--- src/rtl/ipi_pkg.sv ---
package ipi_pkg;
  typedef enum logic [2:0] {
    SEL_NONE,
    SEL_STAT,
    SEL_EN,
    SEL_SET,
    SEL_CLR,
    SEL_MBOX
  } reg_sel_e;

  localparam int unsigned STAT_WORD = 0;
  localparam int unsigned EN_WORD   = 1;
  localparam int unsigned SET_WORD  = 2;
  localparam int unsigned CLR_WORD  = 3;
endpackage

--- src/rtl/ipi_addr_decode.sv ---
module ipi_addr_decode
  import ipi_pkg::*;
#(
  parameter int ADDR_W     = 8,
  parameter int MBOX_WORDS = 8,
  parameter int MBOX_BASE  = 8,
  localparam int IDX_W     = (MBOX_WORDS > 1) ? $clog2(MBOX_WORDS) : 1,
  localparam int WORD_W    = ADDR_W - 2
) (
  input  logic [ADDR_W-1:0] addr,
  output reg_sel_e          sel,
  output logic [IDX_W-1:0]  mbox_idx
);
  logic [WORD_W-1:0] word;
  logic [WORD_W-1:0] rel;

  assign word = addr[ADDR_W-1:2];
  assign rel  = word - WORD_W'(MBOX_BASE);
  assign mbox_idx = rel[IDX_W-1:0];

  always_comb begin
    sel = SEL_NONE;
    if (word == WORD_W'(STAT_WORD))      sel = SEL_STAT;
    else if (word == WORD_W'(EN_WORD))   sel = SEL_EN;
    else if (word == WORD_W'(SET_WORD))  sel = SEL_SET;
    else if (word == WORD_W'(CLR_WORD))  sel = SEL_CLR;
    else if (32'(word) >= MBOX_BASE && 32'(word) < MBOX_BASE + MBOX_WORDS)
      sel = SEL_MBOX;
  end
endmodule

--- src/rtl/ipi_status_ctl.sv ---
module ipi_status_ctl #(
  parameter int DATA_W = 32
) (
  input  logic              clk,
  input  logic              rst,
  input  logic              en_wr,
  input  logic              set_wr,
  input  logic              clr_wr,
  input  logic [DATA_W-1:0] wdata,
  input  logic              post_en,
  input  logic [DATA_W-1:0] post_bits,
  output logic [DATA_W-1:0] status,
  output logic [DATA_W-1:0] enable,
  output logic              irq
);
  logic [DATA_W-1:0] set_bits, clr_bits, status_nx;
  logic              set_any;

  assign set_any   = set_wr | post_en;
  assign set_bits  = (set_wr ? wdata : '0) | (post_en ? post_bits : '0);
  assign clr_bits  = clr_wr ? wdata : '0;
  assign status_nx = (status & ~clr_bits) | set_bits;

  always_ff @(posedge clk) begin
    if (rst) begin
      status <= '0;
      enable <= '0;
      irq    <= 1'b0;
    end else begin
      status <= status_nx;
      if (en_wr) enable <= wdata;
      // raise takes precedence; lower needs empty status and nonzero enable
      if (set_any && |(status_nx & enable)) irq <= 1'b1;
      else if (clr_wr && status_nx == '0 && enable != '0) irq <= 1'b0;
    end
  end
endmodule

--- src/rtl/ipi_mailbox.sv ---
module ipi_mailbox #(
  parameter int DATA_W     = 32,
  parameter int MBOX_WORDS = 8,
  localparam int IDX_W     = (MBOX_WORDS > 1) ? $clog2(MBOX_WORDS) : 1
) (
  input  logic              clk,
  input  logic              rst,
  input  logic              wr,
  input  logic [IDX_W-1:0]  idx,
  input  logic [DATA_W-1:0] wdata,
  output logic [DATA_W-1:0] rd_word
);
  logic [DATA_W-1:0] mem [MBOX_WORDS];

  always_ff @(posedge clk) begin
    if (rst) begin
      for (int i = 0; i < MBOX_WORDS; i++) mem[i] <= '0;
    end else if (wr) begin
      mem[idx] <= wdata;
    end
  end

  assign rd_word = mem[idx];
endmodule

--- src/rtl/ipi_core_regs.sv ---
module ipi_core_regs
  import ipi_pkg::*;
#(
  parameter int DATA_W     = 32,
  parameter int ADDR_W     = 8,
  parameter int MBOX_WORDS = 8,
  parameter int MBOX_BASE  = 8,
  localparam int IDX_W     = (MBOX_WORDS > 1) ? $clog2(MBOX_WORDS) : 1
) (
  input  logic              clk,
  input  logic              rst,
  input  logic              wr_en,
  input  logic              rd_en,
  input  logic [ADDR_W-1:0] addr,
  input  logic [DATA_W-1:0] wdata,
  output logic [DATA_W-1:0] rdata,
  input  logic              post_en,
  input  logic [DATA_W-1:0] post_bits,
  output logic              irq
);
  reg_sel_e          sel;
  logic [IDX_W-1:0]  mbox_idx;
  logic [DATA_W-1:0] status_q, enable_q, mbox_rd, rd_mux;

  ipi_addr_decode #(
    .ADDR_W(ADDR_W), .MBOX_WORDS(MBOX_WORDS), .MBOX_BASE(MBOX_BASE)
  ) u_dec (
    .addr(addr), .sel(sel), .mbox_idx(mbox_idx)
  );

  ipi_status_ctl #(.DATA_W(DATA_W)) u_stat (
    .clk(clk), .rst(rst),
    .en_wr(wr_en && sel == SEL_EN),
    .set_wr(wr_en && sel == SEL_SET),
    .clr_wr(wr_en && sel == SEL_CLR),
    .wdata(wdata), .post_en(post_en), .post_bits(post_bits),
    .status(status_q), .enable(enable_q), .irq(irq)
  );

  ipi_mailbox #(.DATA_W(DATA_W), .MBOX_WORDS(MBOX_WORDS)) u_mbox (
    .clk(clk), .rst(rst),
    .wr(wr_en && sel == SEL_MBOX),
    .idx(mbox_idx), .wdata(wdata), .rd_word(mbox_rd)
  );

  always_comb begin
    case (sel)
      SEL_STAT: rd_mux = status_q;
      SEL_EN:   rd_mux = enable_q;
      SEL_MBOX: rd_mux = mbox_rd;
      default:  rd_mux = '0;
    endcase
  end

  always_ff @(posedge clk) begin
    if (rst)        rdata <= '0;
    else if (rd_en) rdata <= rd_mux;
  end
endmodule

--- config.mk ---
export PLATFORM = sky130hd
export DESIGN_NAME = ipi_core_regs
export DESIGN_NICKNAME = d
export VERILOG_FILES = /design/src/rtl/ipi_pkg.sv /design/src/rtl/ipi_addr_decode.sv /design/src/rtl/ipi_status_ctl.sv /design/src/rtl/ipi_mailbox.sv /design/src/rtl/ipi_core_regs.sv
export SDC_FILE = /design/constraint.sdc
export NUM_CORES = 1
export LEC_CHECK = 0
export ABC_CLOCK_PERIOD_IN_PS = 2400
export BUFFER_PORTS_ARGS = -buffer_cell sky130_fd_sc_hd__buf_2
export CAP_MARGIN = 20
export CORE_ASPECT_RATIO = 1.5
export CORE_MARGIN = 2
export CORE_UTILIZATION = 54
export CTS_BUF_LIST = sky130_fd_sc_hd__clkbuf_8
export DETAILED_ROUTE_END_ITERATION = 10
export GPL_TIMING_DRIVEN = 0
export PLACE_DENSITY_LB_ADDON = 0.1
export SLEW_MARGIN = 20
export SYNTH_ARGS = -nofsm -noshare
export SYNTH_HDL_FRONTEND = slang
export SYNTH_SLANG_ARGS = --single-unit
--- constraint.sdc ---
create_clock -name clk -period 2.4 [get_ports clk]
set_clock_uncertainty 0.05 [all_clocks]
set_input_delay 0.12 -clock clk [delete_from_list [all_inputs] [get_ports clk]]
set_output_delay 0.12 -clock clk [all_outputs]
set_load 0.05 [all_outputs]
# After elaboration in Yosys (flattened, before gate mapping)
# Memory sizes are Yosys's and may differ from the RTL's.
# Index checks and enable logic that the tools add are counted.
# W data, S select, Z words.
[classes]
add_sub_neg = 1
mul = 0
div = 0
n_lt_le_gt_ge = 2
n_eq_ne = 8
shift = 0
n_mux = 19
bitwise_logic = 6
n_reduce_logical = 14
[op_table]
columns = ["cell", "count"]
rows = [
  ["$mux W32", 4],
  ["$pmux W32 S3", 1],
  ["$and A32 B32 Y32", 2],
  ["$or A32 B32 Y32", 2],
  ["$reduce_or A32 Y1", 2],
  ["$logic_not A32 Y1", 1],
  ["$not A32 Y32", 1],
  ["$reduce_bool A32 Y1", 1],
  ["$mux W3", 6],
  ["$eq A6 B2 Y1 const B", 2],
  ["$logic_and A1 B1 Y1", 8],
  ["$mux W1", 8],
  ["$eq A3 B2 Y1 const B", 2],
  ["$eq A3 B3 Y1 const B", 2],
  ["$eq A6 B1 Y1 const B", 1],
  ["$ge A6 B4 Y1 const B", 1],
  ["$logic_not A6 Y1", 1],
  ["$lt A6 B5 Y1 const B", 1],
  ["$eq A3 B1 Y1 const B", 1],
  ["$sub A3 B1 Y3 const B", 1],
  ["$reduce_bool A2 Y1", 1],
  ["$or A1 B1 Y1", 1],
]
[totals]
reg_bits = 97
latch_bits = 0
mem_bits_rw = 256
rom_bits = 0
out_inout_bits = 33
wordCells = 55
n_memories = 1
[mem_list]
columns = ["name", "words", "word_bits", "rd", "rd_clocked_by_memory_dff", "write_ports", "line_no", "text"]
rows = [
  ["u_mbox.mem", 8, 32, 1, 0, 8, "ipi_mailbox.sv:13", "logic [DATA_W-1:0] mem [MBOX_WORDS];"],
]

# Logic depth before layout (Yosys ltp)
# Gate-level depths: netlist of the first run.
[depth]
word_depth = 18
mapped_depth = 10
depth_no_buf = 7

# Modules after synthesis
# From an unflattened synthesis of the first run, not the netlist that was laid out.
[unflattened]
hier_cells = 1277
hier_area_um2 = 16727.3
[by_module_without_submodules]
columns = ["module", "instances", "cells_per_inst", "area_per_inst_um2", "seq_area_each_um2"]
rows = [
  ["ipi_mailbox", 1, 705, 11502.3, 7687.4],
  ["ipi_status_ctl", 1, 328, 2847.7, 1301.2],
  ["ipi_core_regs", 1, 234, 2298.5, 640.6],
  ["ipi_addr_decode", 1, 10, 78.8, 0.0],
]

# Least setup slack after synthesis of the first run
# OpenSTA, ideal clock, no wires.
[synth_timing]
path_type = "input-to-reg"
start = "input addr[3]"
end = "memory u_mbox.mem[0][0], enable pin"
setup_ns = 0.375
arrival_ns = 1.827
required_time_ns = 1.975
path_slack_ns = 0.148
stages = 6
path_buffers = 3
path_cell_list = "buf_4 > buf_2 > or2_2 > clkbuf_1 > nor3_1 > or2_2"
[synth_rtl]
columns = ["item", "line_no", "text"]
rows = [
  ["from (decl)", "ipi_core_regs.sv:14", "input logic [ADDR_W-1:0] addr,"],
  ["to (decl)", "ipi_mailbox.sv:13", ""],
]

# Final worst setup path of the first run
[layout_timing]
start = "input addr[4]"
end = "register u_stat.irq"
[layout_between]
elab_chain_cells = 17
[layout_lines]
columns = ["item", "line_no", "text"]
rows = [
  ["$ge A6 B4 Y1 / $lt A6 B5 Y1 (equally long branches)", "ipi_addr_decode.sv:27", "else if (32'(word) >= MBOX_BASE && 32'(word) < MBOX_BASE + MBOX_WORDS)"],
  ["$logic_and A1 B1 Y1", "ipi_addr_decode.sv:27", ""],
  ["$mux W3", "ipi_addr_decode.sv:27", ""],
  ["$mux W3", "ipi_addr_decode.sv:26", "else if (word == WORD_W'(CLR_WORD)) sel = SEL_CLR;"],
  ["$mux W3", "ipi_addr_decode.sv:25", "else if (word == WORD_W'(SET_WORD)) sel = SEL_SET;"],
  ["$mux W3", "ipi_addr_decode.sv:24", "else if (word == WORD_W'(EN_WORD)) sel = SEL_EN;"],
  ["$mux W3 *", "ipi_addr_decode.sv:23", "if (word == WORD_W'(STAT_WORD)) sel = SEL_STAT;"],
  ["$eq A3 B3 Y1", "ipi_core_regs.sv:35", ".clr_wr(wr_en && sel == SEL_CLR),"],
  ["$logic_and A1 B1 Y1", "ipi_core_regs.sv:35", ""],
  ["$mux W32", "ipi_status_ctl.sv:21", "assign clr_bits = clr_wr ? wdata : '0;"],
  ["$not A32 Y32", "ipi_status_ctl.sv:22", "assign status_nx = (status & ~clr_bits) | set_bits;"],
  ["$and A32 B32 Y32", "ipi_status_ctl.sv:22", ""],
  ["$or A32 B32 Y32", "ipi_status_ctl.sv:22", ""],
  ["$and A32 B32 Y32 / $logic_not A32 Y1 (equally long branches)", "ipi_status_ctl.sv:33, ipi_status_ctl.sv:34", ""],
  ["$reduce_or A32 Y1 / $logic_and A1 B1 Y1 (equally long branches)", "ipi_status_ctl.sv:33, ipi_status_ctl.sv:34", ""],
  ["$logic_and A1 B1 Y1 (on tied branches)", "ipi_status_ctl.sv:33, ipi_status_ctl.sv:34", ""],
  ["$mux W1 / $reduce_bool A2 Y1 (equally long branches)", "n/a", ""],
  ["to (signal assigned)", "ipi_status_ctl.sv:28", "irq <= 1'b0;"],
  ["to (signal assigned)", "ipi_status_ctl.sv:33", "if (set_any && |(status_nx & enable)) irq <= 1'b1;"],
  ["to (signal assigned)", "ipi_status_ctl.sv:34", "else if (clr_wr && status_nx == '0 && enable != '0) irq <= 1'b0;"],
  ["to (decl)", "ipi_status_ctl.sv:14", "output logic irq"],
]
# Every way passes the cells marked *; elsewhere a longest branch is shown, timed or not.
# A chain may end at the register's enable or synchronous reset.

==> summary.md, run 1 <==
| Metric | Value |
|---|---|
| Top cells by area, synth | `edfxtp_1, dfxtp_1, and2_1` |
| WL final | `57300 um` |
| Final #Nets | `1682` |
| Net Count, Synth | `1474` |
| Max Slew Vio Count | `0` |
| Share of cells above drive strength 1 | `0.173` |
| GPL Wtd Cong | `1.06` |
| Post-synth top cells | `and2_1, edfxtp_1, clkbuf_1` |
| Failing checks | `negative setup slack` |
| Yosys top cell area share | `0.473` |
| Hold path endpoint | `u_stat.enable[13]` |
| Worst slew pin tran | `1.07 ns` |
| Post-synthesis cell type count | `43` |
| Core area | `29600 sq um` |
| Worst-path fanout max | `10` |
| VDD IR max | `0.000487 V` |
| Mean Syn Cell Area | `11.6 sq um` |
| Critical Path End Type | `flip-flop` |
| Clock power share | `0.352` |
| Routed vias/inst | `6.17` |
| Setup TNS | `-1.25 ns` |
| Reg2Reg Depth | `7` |
| Cell Int Power | `9.34 mW` |
| Max-slew headroom | `0.289` |
| RSZ-0062 raised after global routing | `true` |
| Clk sinks | `353` |
| HP Class | `in -> reg` |
| Leak pwr | `6.84 nW` |
| Initial antenna violation count | `2` |
| Skew-Pair Late Insertion Delay | `0.62 ns` |
| Wirelength per Cell | `28.2 um` |
| First-pass GRT wire length | `82200 um` |
| DR vias | `12500` |
| Starting DRC count in detailed routing | `1301` |
| Drt drc | `0` |
| Register-to-register setup slack | `0.13 ns` |
| Cell family with most CP delay | `simple AND/OR/NAND/NOR gates` |
| Core Rows | `77` |
| Post-synthesis sequential area ratio | `0.592` |
| Die height | `217 um` |
| Critical Path AT | `2.98 ns` |
| Gr usage total | `0.363` |
| TritonCTS clock tree | `done` |
| Port bufs | `105` |
| Area Growth Syn to Fin | `15.8%` |
| Logic pwr share | `0.100` |
| H-tree levels | `2` |
| Pin count of the biggest net entering global routing | `33` |
| Syn Inst Count | `1397` |
| Post-synth ARST share | `0` |
| Outcome | `finished, violations left` |
| Slowest cell on crit path | `or4_1` |
| CTS root buf | `clkbuf_8` |
| Final Power | `12.6 mW` |
| Register share of total power | `0.548` |
| Hold path cells | `4` |
| Number of enable flip-flop cells after synthesis | `256` |
| Net Sw Power | `3.25 mW` |
| Vias in the first global route | `12700` |
| Synth Register Bits | `353` |
| Netlist Area Pre-Place | `16300 sq um` |
| Req. time, crit path | `2.88 ns` |
| Worst Hold Launch | `wdata[13]` |
| Fmax | `401 MHz` |
| Max Root-Sink Buffers | `3` |
| Clock-pin slew on the worst setup and hold paths | `0.08 ns` |
| CP Cell Sequence | `buf_6 > or4_1 > nor3_2 > buf_2 > a221o_1 > a22oi_1 > nand4_1 > nor4_1 > o32ai_1` |
| Die area | `31500 sq um` |
| Worst path max stage delay | `0.67 ns` |
| Count leader, synth | `and2_1` |
| Final Critical Period | `2.50 ns` |
| Critical R2R Capture | `u_stat.irq` |
| Boundary Pins | `110` |
| Startpoint types | `primary input` |
| Post-synth top flop | `edfxtp_1` |
| Total CTS buffers | `51` |
| Setup WS post-layout | `-0.0968 ns` |
| Final setup violation count | `33` |
| CP bufs+invs | `2` |
| Global route total overflow | `0` |
| Pwr dens | `669 nW/um^2` |
| Final period utilization | `1.04` |
| Kind of critical path | `in -> reg` |
| Switch share | `0.258` |
| Fill cell count | `2467` |
| Die Wd | `146 um` |
| Starting Density | `0.550` |
| Footprint of the multi-input gates | `6140 sq um` |
| Yosys top cell by area | `edfxtp_1` |
| HPWL after DPL | `40000 um` |
| Reg2Reg Launch Point | `u_stat.status[27]` |
| Post-route ant nets | `0` |
| Syn. warnings | `0` |
| Final Hold Fails | `0` |
| Register area | `9630 sq um` |
| Max-Cap Viols | `0` |
| Drt first pass iters | `6` |
==> sequential cells by signal, indices dropped and copies added (netlist names) <==
| register | cells |
|---|---|
| u_stat.status | 32 |
| rdata | 32 |
| u_stat.irq | 1 |
| u_stat.enable | 32 |
| u_mbox.mem | 256 |
==> per-stage QoR <==
step                instances  hold WS [ns]   util  worst slack [ns]  cell area [sq um]
floorplan                1397         0.264      -             0.148              16300
global placement         1897         0.408  0.584             -1.57              17300
detailed placement       1898         0.411  0.585             -1.49              17300
CTS                      2032       0.00101  0.635           0.00315              18800
global route             2032        0.0366  0.636           -0.0954              18800
finish                   2033        0.0193  0.636           -0.0968              18800
==> cell families after synthesis <==
group / synth area share
and+or+nand+nor: 0.190
AOI/OAI and AO/OA: 0.109
muxes: 0.0692
buffers and inverters: 0.0396
DFF: 0.592
==> cell usage in the layout (no fill, tap or decap), drive strengths merged, types with 6 or more instances in the layout <==
cell / n
a21oi: 74
inv: 51
clkinv: 8
o21ai: 37
nor4: 15
mux4: 30
o221ai: 12
nor3: 9
nor2: 68
and2: 268
nor2b: 49
nand4: 9
mux2i: 19
mux2: 23
dlygate4sd3: 44
a221o: 38
a222oi: 10
a2111oi: 11
buf: 128
nand3: 13
dfxtp: 97
nand2: 89
a31oi: 13
nand2b: 24
a22oi: 20
clkbuf: 162
edfxtp: 256
or2: 13
a221oi: 7
o22ai: 21
a2bb2oi: 6
==> worst max path at each step <==
stage                     slack [ns]  cells after the start                 to    start
after detailed placement       -1.49                      6  u_mbox.mem[2][11]  addr[4]
after CTS                      0.003                     11          rdata[29]  addr[3]
final                           -0.1                      9         u_stat.irq  addr[4]
after global routing            -0.1                     11         u_stat.irq  addr[3]
after global placement         -1.57                     10          rdata[16]  addr[3]
after floorplan                 0.15                      6   u_mbox.mem[0][0]  addr[3]
==> metal layers <==
metal / global-route usage / vias to the layer above / wire length [um] / part of all wire
met5: 0 / - / 0 / 0
met4: 0.234 / 0 / 4080 / 0.071
met2: 0.626 / 742 / 28500 / 0.50
met3: 0.0484 / 194 / 4260 / 0.074
li1: - / 5487 / - / -
met1: 0.426 / 6119 / 20400 / 0.36
==> worst reg2reg max path: cells and delay by family, from the launching register on <==
kind	cells	cell delay (ns)
buf+inv	1	0.09
compound gates	3	0.63
flops	1	0.38
simple gates	3	1.00
==> power groups by stage <==
stage | clock network, mW | logic [mW] | registers, mW
floorplan | 0 | 0.638 | 6.99
global placement | 0 | 1.11 | 7.01
detailed placement | 0 | 1.12 | 7.03
CTS | 4.45 | 1.22 | 6.89
global route | 4.68 | 1.31 | 6.92
finish | 4.43 | 1.26 | 6.90
==> final cells by class <==
cell class | count | area share
Timing Repair Buffer | 152 | 0.0526
Clock buffer | 55 | 0.0402
Inverter | 29 | 0.00578
Antenna cell | 1 | 0.000133
Clock inverter | 30 | 0.00665
Buffer | 130 | 0.0304
Multi-Input combinational cell | 888 | 0.326
Tap cell | 395 | 0.0263
Sequential cell | 353 | 0.512
==> repair_timing <==
action                                  in CTS  in global routing
buffers inserted                             2                  0
resized for setup                           37                 21
pin swaps                                    2                  0
gates cloned                                 3                  0
hold buffers                                44                  0
endpoints found under the setup margin     406                140
endpoints found under the hold margin       35                  0
(Power assumes the default switching activity.)
==> run 2: changes to the inputs <==
- SKIP_CTS_REPAIR_TIMING: default -> 1
==> run 2 against run 1 <==
Compared with the run above:
- largest power group unchanged
- critical path depth fell by 3
- combinational power fell by 3%
- final cell count fell by 0.98%
- clock power barely moved
- the run ends with negative hold slack, negative setup slack left
==> summary.md, run 2 (same netlist as run 1, synthesis figures left out) <==
| Metric | Value |
|---|---|
| Clock-pin slew on the worst setup and hold paths | `0.06 ns` |
| Final Hold Fails | `6` |
| Req. time, crit path | `2.60 ns` |
| Final #Nets | `1662` |
| Leak pwr | `6.75 nW` |
| Final Power | `12.6 mW` |
| Die area | `31500 sq um` |
| HP Class | `in -> reg` |
| Gr usage total | `0.352` |
| Starting DRC count in detailed routing | `1418` |
| Initial antenna violation count | `2` |
| Drt drc | `0` |
| Final setup violation count | `29` |
| VDD IR max | `0.000486 V` |
| Starting Density | `0.550` |
| Total CTS buffers | `51` |
| Max reg flops | `256` |
| Max-Cap Viols | `0` |
| CTS root buf | `clkbuf_8` |
| Max Root-Sink Buffers | `3` |
| Post-route ant nets | `0` |
| Final period utilization | `1.02` |
| Startpoint types | `primary input` |
| Kind of critical path | `in -> reg` |
| Die height | `217 um` |
| Reg2Reg Launch Point | `u_stat.status[31]` |
| H-tree levels | `2` |
| Die Wd | `146 um` |
| DR vias | `12300` |
| Outcome | `finished, violations left` |
| Routed vias/inst | `6.13` |
| Setup WS post-layout | `-0.0503 ns` |
| First-pass GRT wire length | `80000 um` |
| Port bufs | `105` |
| Worst path max stage delay | `0.73 ns` |
| Worst-path fanout max | `32` |
| GPL Wtd Cong | `1.06` |
| Area Growth Syn to Fin | `14.5%` |
| Top reg by flops | `u_mbox.mem` |
| Boundary Pins | `110` |
| Clk sinks | `353` |
| CP Cell Sequence | `buf_6 > buf_2 > clkbuf_2 > clkbuf_2 > nor3_2 > or2_4` |
| Reg2Reg Depth | `7` |
| Core Rows | `77` |
| Setup slack at placement | `-1.49 ns` |
| TritonCTS clock tree | `done` |
| Leading cell types in the layout, fill and taps excluded | `and2_1, edfxtp_1, buf_2, clkbuf_1, dfxtp_1` |
| Slowest cell on crit path | `nor3_2` |
| Share of cells above drive strength 1 | `0.176` |
| Final Critical Period | `2.45 ns` |
| Worst slew pin tran | `1.08 ns` |
| WL final | `56300 um` |
| Pin count of the biggest net entering global routing | `33` |
| Hold path endpoint | `u_stat.status[7]` |
| HPWL after DPL | `40000 um` |
| Pwr dens | `674 nW/um^2` |
| Max Slew Vio Count | `0` |
| Most frequent CP cell | `clkbuf_2` |
| Max-slew headroom | `0.280` |
| Global route total overflow | `0` |
| Worst Hold Launch | `wdata[7]` |
| Skew-Pair Late Insertion Delay | `0.63 ns` |
| Wirelength per Cell | `28.0 um` |
| Failing checks | `negative hold slack, negative setup slack` |
| Register-to-register setup slack | `0.07 ns` |
| Drt first pass iters | `5` |
| Core area | `29600 sq um` |
| Vias in the first global route | `12300` |
| Setup TNS | `-0.761 ns` |
| RSZ-0062 raised after global routing | `true` |
| Critical Path End Type | `flip-flop` |
| Most common cell after layout, fill and taps aside | `and2_1` |
| Critical R2R Capture | `u_stat.irq` |
| Fmax | `408 MHz` |
| Hold path cells | `4` |
| Critical Path AT | `2.65 ns` |
| Fill cell count | `2492` |
| Hold slack | `-0.0498 ns` |
[run 2: changes by cell type in the layout (fill, tap and decap cells not counted), moves of 2 or more]
cell	previous run	this run
nor4_2	0	2
clkdlybuf4s15_2	2	0
nor3_4	3	1
clkbuf_4	1	3
clkbuf_2	7	10
buf_2	118	116
nor2_1	65	67
nor4_1	14	12
nor3_2	2	4
dlygate4sd3_1	44	23
nor2_2	3	1
[run 2: metal layers]
metal | global-route usage | vias up | wire (um)
met4 | 0.215 | 4 | 3800
met5 | 0 | - | 27
met3 | 0.0537 | 197 | 4490
met2 | 0.606 | 715 | 28000
li1 | - | 5441 | -
met1 | 0.416 | 5987 | 20000
[run 2: metrics by stage]
stage | cells | area (sq um) | utilization
detailed placement | 1898 | 17300 | 0.585
CTS | 1983 | 18200 | 0.614
global route | 2012 | 18600 | 0.629
floorplan | 1397 | 16300 | -
global placement | 1897 | 17300 | 0.584
finish | 2013 | 18600 | 0.629
[run 2: cell type report]
type	count	area, sq um	area share
repair buffers	133	796	0.0428
plain buffers	130	563	0.0303
inverters	29	109	0.00585
clock buffers	55	757	0.0407
well taps	395	494	0.0266
clock inverters	30	125	0.00672
flip-flops and latches	353	9630	0.517
multi-input cells	887	6140	0.330
diodes	1	2.50	0.000134
[run 2: how the worst max path moves through the flow]
stage                           start                end
finish                        addr[4]  u_mbox.mem[2][21]
global route        u_stat.status[31]         u_stat.irq
CTS                           addr[4]  u_mbox.mem[2][27]
detailed placement            addr[4]  u_mbox.mem[2][11]
global placement              addr[3]          rdata[16]
floorplan                     addr[3]   u_mbox.mem[0][0]
[run 2: worst max-delay path: cells and delay by family]
family / cells / cell delay, ns
and+or+nand+nor: 2 / 1.39
buffers and inverters: 4 / 1.10
[run 2: report_power, final]
part | internal [mW] | switching (mW)
registers | 6.80 | 0.0999
logic | 0.425 | 0.797
clock network | 2.09 | 2.34
==> run 3: changes to the inputs <==
- CELL_PAD_IN_SITES_DETAIL_PLACEMENT: default -> 1
- CELL_PAD_IN_SITES_GLOBAL_PLACEMENT: default -> 2
- CORE_UTILIZATION: 54 -> 43
- CTS_CLUSTER_DIAMETER: default -> 120
==> run 3 against run 2 <==
Compared with the run above:
- worst hold slack gained 0.0052 ns
- combinational power rose by 3%
- largest power group unchanged
- utilization shrank 13 points
- setup slack worse by 0.0069 ns
- critical path depth up 4
- wire length increased by 11%
- critical endpoint is now u_stat.irq
- count of clock-buffer cells in the layout grew 5
- sequential share of layout area shrank 0.66 points
- clock power increased by 7.9%
- sequential cell count unchanged
- final cell count rose by 5.2%
- die area grew 25%
- the flow still finishes with violations (negative hold slack, negative setup slack)
==> summary.md, run 3 (same netlist as run 1, synthesis figures left out) <==
| Metric | Value |
|---|---|
| Outcome | `finished, violations left` |
| Failing checks | `negative hold slack, negative setup slack` |
| Clock-pin slew on the worst setup and hold paths | `0.07 ns` |
| Slowest cell on crit path | `a221o_1` |
| Die area | `39400 sq um` |
| Footprint of the multi-input gates | `6180 sq um` |
| Final #Nets | `1662` |
| VDD IR max | `0.000461 V` |
| Die Wd | `163 um` |
| Crit. Startpoint | `addr[2]` |
| Pwr dens | `686 nW/um^2` |
| Setup TNS | `-0.905 ns` |
| Leak pwr | `6.80 nW` |
| Max Root-Sink Buffers | `3` |
| Worst slew pin tran | `1.10 ns` |
| Fmax | `407 MHz` |
| Top reg by flops | `u_mbox.mem` |
| Die height | `242 um` |
| Starting Density | `0.434` |
| Vias in the first global route | `12800` |
| Hold slack | `-0.0446 ns` |
| Startpoint types | `primary input` |
| Global route total overflow | `0` |
| Most common cell after layout, fill and taps aside | `and2_1` |
| Pin count of the biggest net entering global routing | `33` |
| Initial antenna violation count | `1` |
| Max-Cap Viols | `0` |
| Core Rows | `87` |
| Skew-Pair Late Insertion Delay | `0.63 ns` |
| Gr usage total | `0.311` |
| Drt drc | `0` |
| Req. time, crit path | `2.83 ns` |
| Setup WS post-layout | `-0.0572 ns` |
| Final Hold Fails | `8` |
| Final setup violation count | `42` |
| Routed vias/inst | `5.82` |
| Worst path max stage delay | `0.45 ns` |
| First-pass GRT wire length | `87100 um` |
| WL final | `62300 um` |
| Area Growth Syn to Fin | `16.0%` |
| Placed Cells | `1991` |
| Critical R2R Capture | `u_stat.irq` |
| Leading cell types in the layout, fill and taps excluded | `and2_1, edfxtp_1, buf_2, dfxtp_1, clkbuf_1` |
| Core area | `37400 sq um` |
| Boundary Pins | `110` |
| Reg2Reg Launch Point | `u_stat.enable[6]` |
| Register area | `9630 sq um` |
| Clk sinks | `353` |
| Post-route ant nets | `0` |
| Final Critical Period | `2.46 ns` |
| Final Non-Filler Cells | `2117` |
| Cell family with most CP delay | `simple AND/OR/NAND/NOR gates` |
| GPL Wtd Cong | `0.969` |
| Max Slew Vio Count | `0` |
| CTS root buf | `clkbuf_8` |
| HP Class | `in -> reg` |
| Most frequent CP cell | `buf_2` |
| Port bufs | `105` |
| Setup crit end | `u_stat.irq` |
| Max-slew headroom | `0.267` |
| DR vias | `12300` |
| TritonCTS clock tree | `done` |
| HPWL after DPL | `43600 um` |
| CP bufs+invs | `3` |
| Reg2Reg Depth | `6` |
| Worst-path fanout max | `10` |
| H-tree levels | `2` |
| Kind of critical path | `in -> reg` |
| Share of cells above drive strength 1 | `0.186` |
| Starting DRC count in detailed routing | `1083` |
| Final period utilization | `1.02` |
| Fill cell count | `4087` |
| Total CTS buffers | `55` |
| Max reg flops | `256` |
| Stages on worst setup path | `10` |
| Critical Path AT | `2.89 ns` |
| Drt first pass iters | `6` |
| Fin util | `0.503` |
| RSZ-0062 raised after global routing | `true` |
| Wirelength per Cell | `29.4 um` |
| Final Power | `12.9 mW` |
| Critical Path End Type | `flip-flop` |
| Register-to-register setup slack | `0.12 ns` |
| CP Cell Sequence | `buf_2 > buf_2 > and3_1 > buf_2 > nand2_2 > a221o_1 > nor4_4 > nand4_1 > nor4_1 > o32ai_1` |
==> run 3: cell types whose count changed in the layout (fill, tap and decap cells not counted), moves of 4 or more <==
cell	change
clkbuf_1	-7
clkbuf_2	+7
clkbuf_8	+5
clkinv_1	+4
clkinv_2	+5
==> run 3: metrics by stage <==
stage | hold WS, ns | area [sq um] | worst slack, ns
2_1_floorplan | 0.264 | 16300 | 0.148
3_3_place_gp | 0.410 | 17400 | -1.72
3_5_place_dp | 0.412 | 17400 | -1.47
4_1_cts | -0.183 | 18400 | -0.834
5_1_grt | -0.0000622 | 18800 | -0.103
6_report | -0.0446 | 18900 | -0.0572
==> run 3: layout make-up <==
class	count	share of cell area
antenna	2	0.000265
clock buffer	60	0.0438
clock inverter	38	0.00869
multi-input combinational	888	0.328
timing repair buffer	128	0.0397
sequential	353	0.511
inverter	29	0.00577
buffer	130	0.0309
tap	489	0.0325
==> run 3: per-layer routing <==
layer,vias up,share of wire,GRT usage
met3,153,0.055,0.0373
met4,0,0.056,0.160
li1,5440,-,-
met5,-,0,0
met1,6255,0.39,0.380
met2,478,0.50,0.537
==> run 3: tightest hold or removal path, cell delays in order <==
cell	delay, ns
buf_2	0.08
a221o_1	0.24
nor2b_1	0.15
==> run 3: how the worst min path moves through the flow <==
stage / start / to / slack, ns / depth (start not counted)
floorplan: post_bits[16] / u_stat.status[16] / 0.26 / 2
global placement: rdata[24] / rdata[24] / 0.41 / 2
detailed placement: rdata[12] / rdata[12] / 0.41 / 2
CTS: post_bits[21] / u_stat.status[21] / -0.18 / 4
global route: post_bits[1] / u_stat.status[1] / -0.00006 / 3
finish: post_bits[1] / u_stat.status[1] / -0.04 / 3
==> run 3: power by group <==
part           internal, mW  switching, mW  total (mW)  leakage (nW)
logic                 0.426          0.830        1.26          3.00
registers              6.80         0.0965        6.89          3.22
clock network          2.29           2.49        4.78         0.575
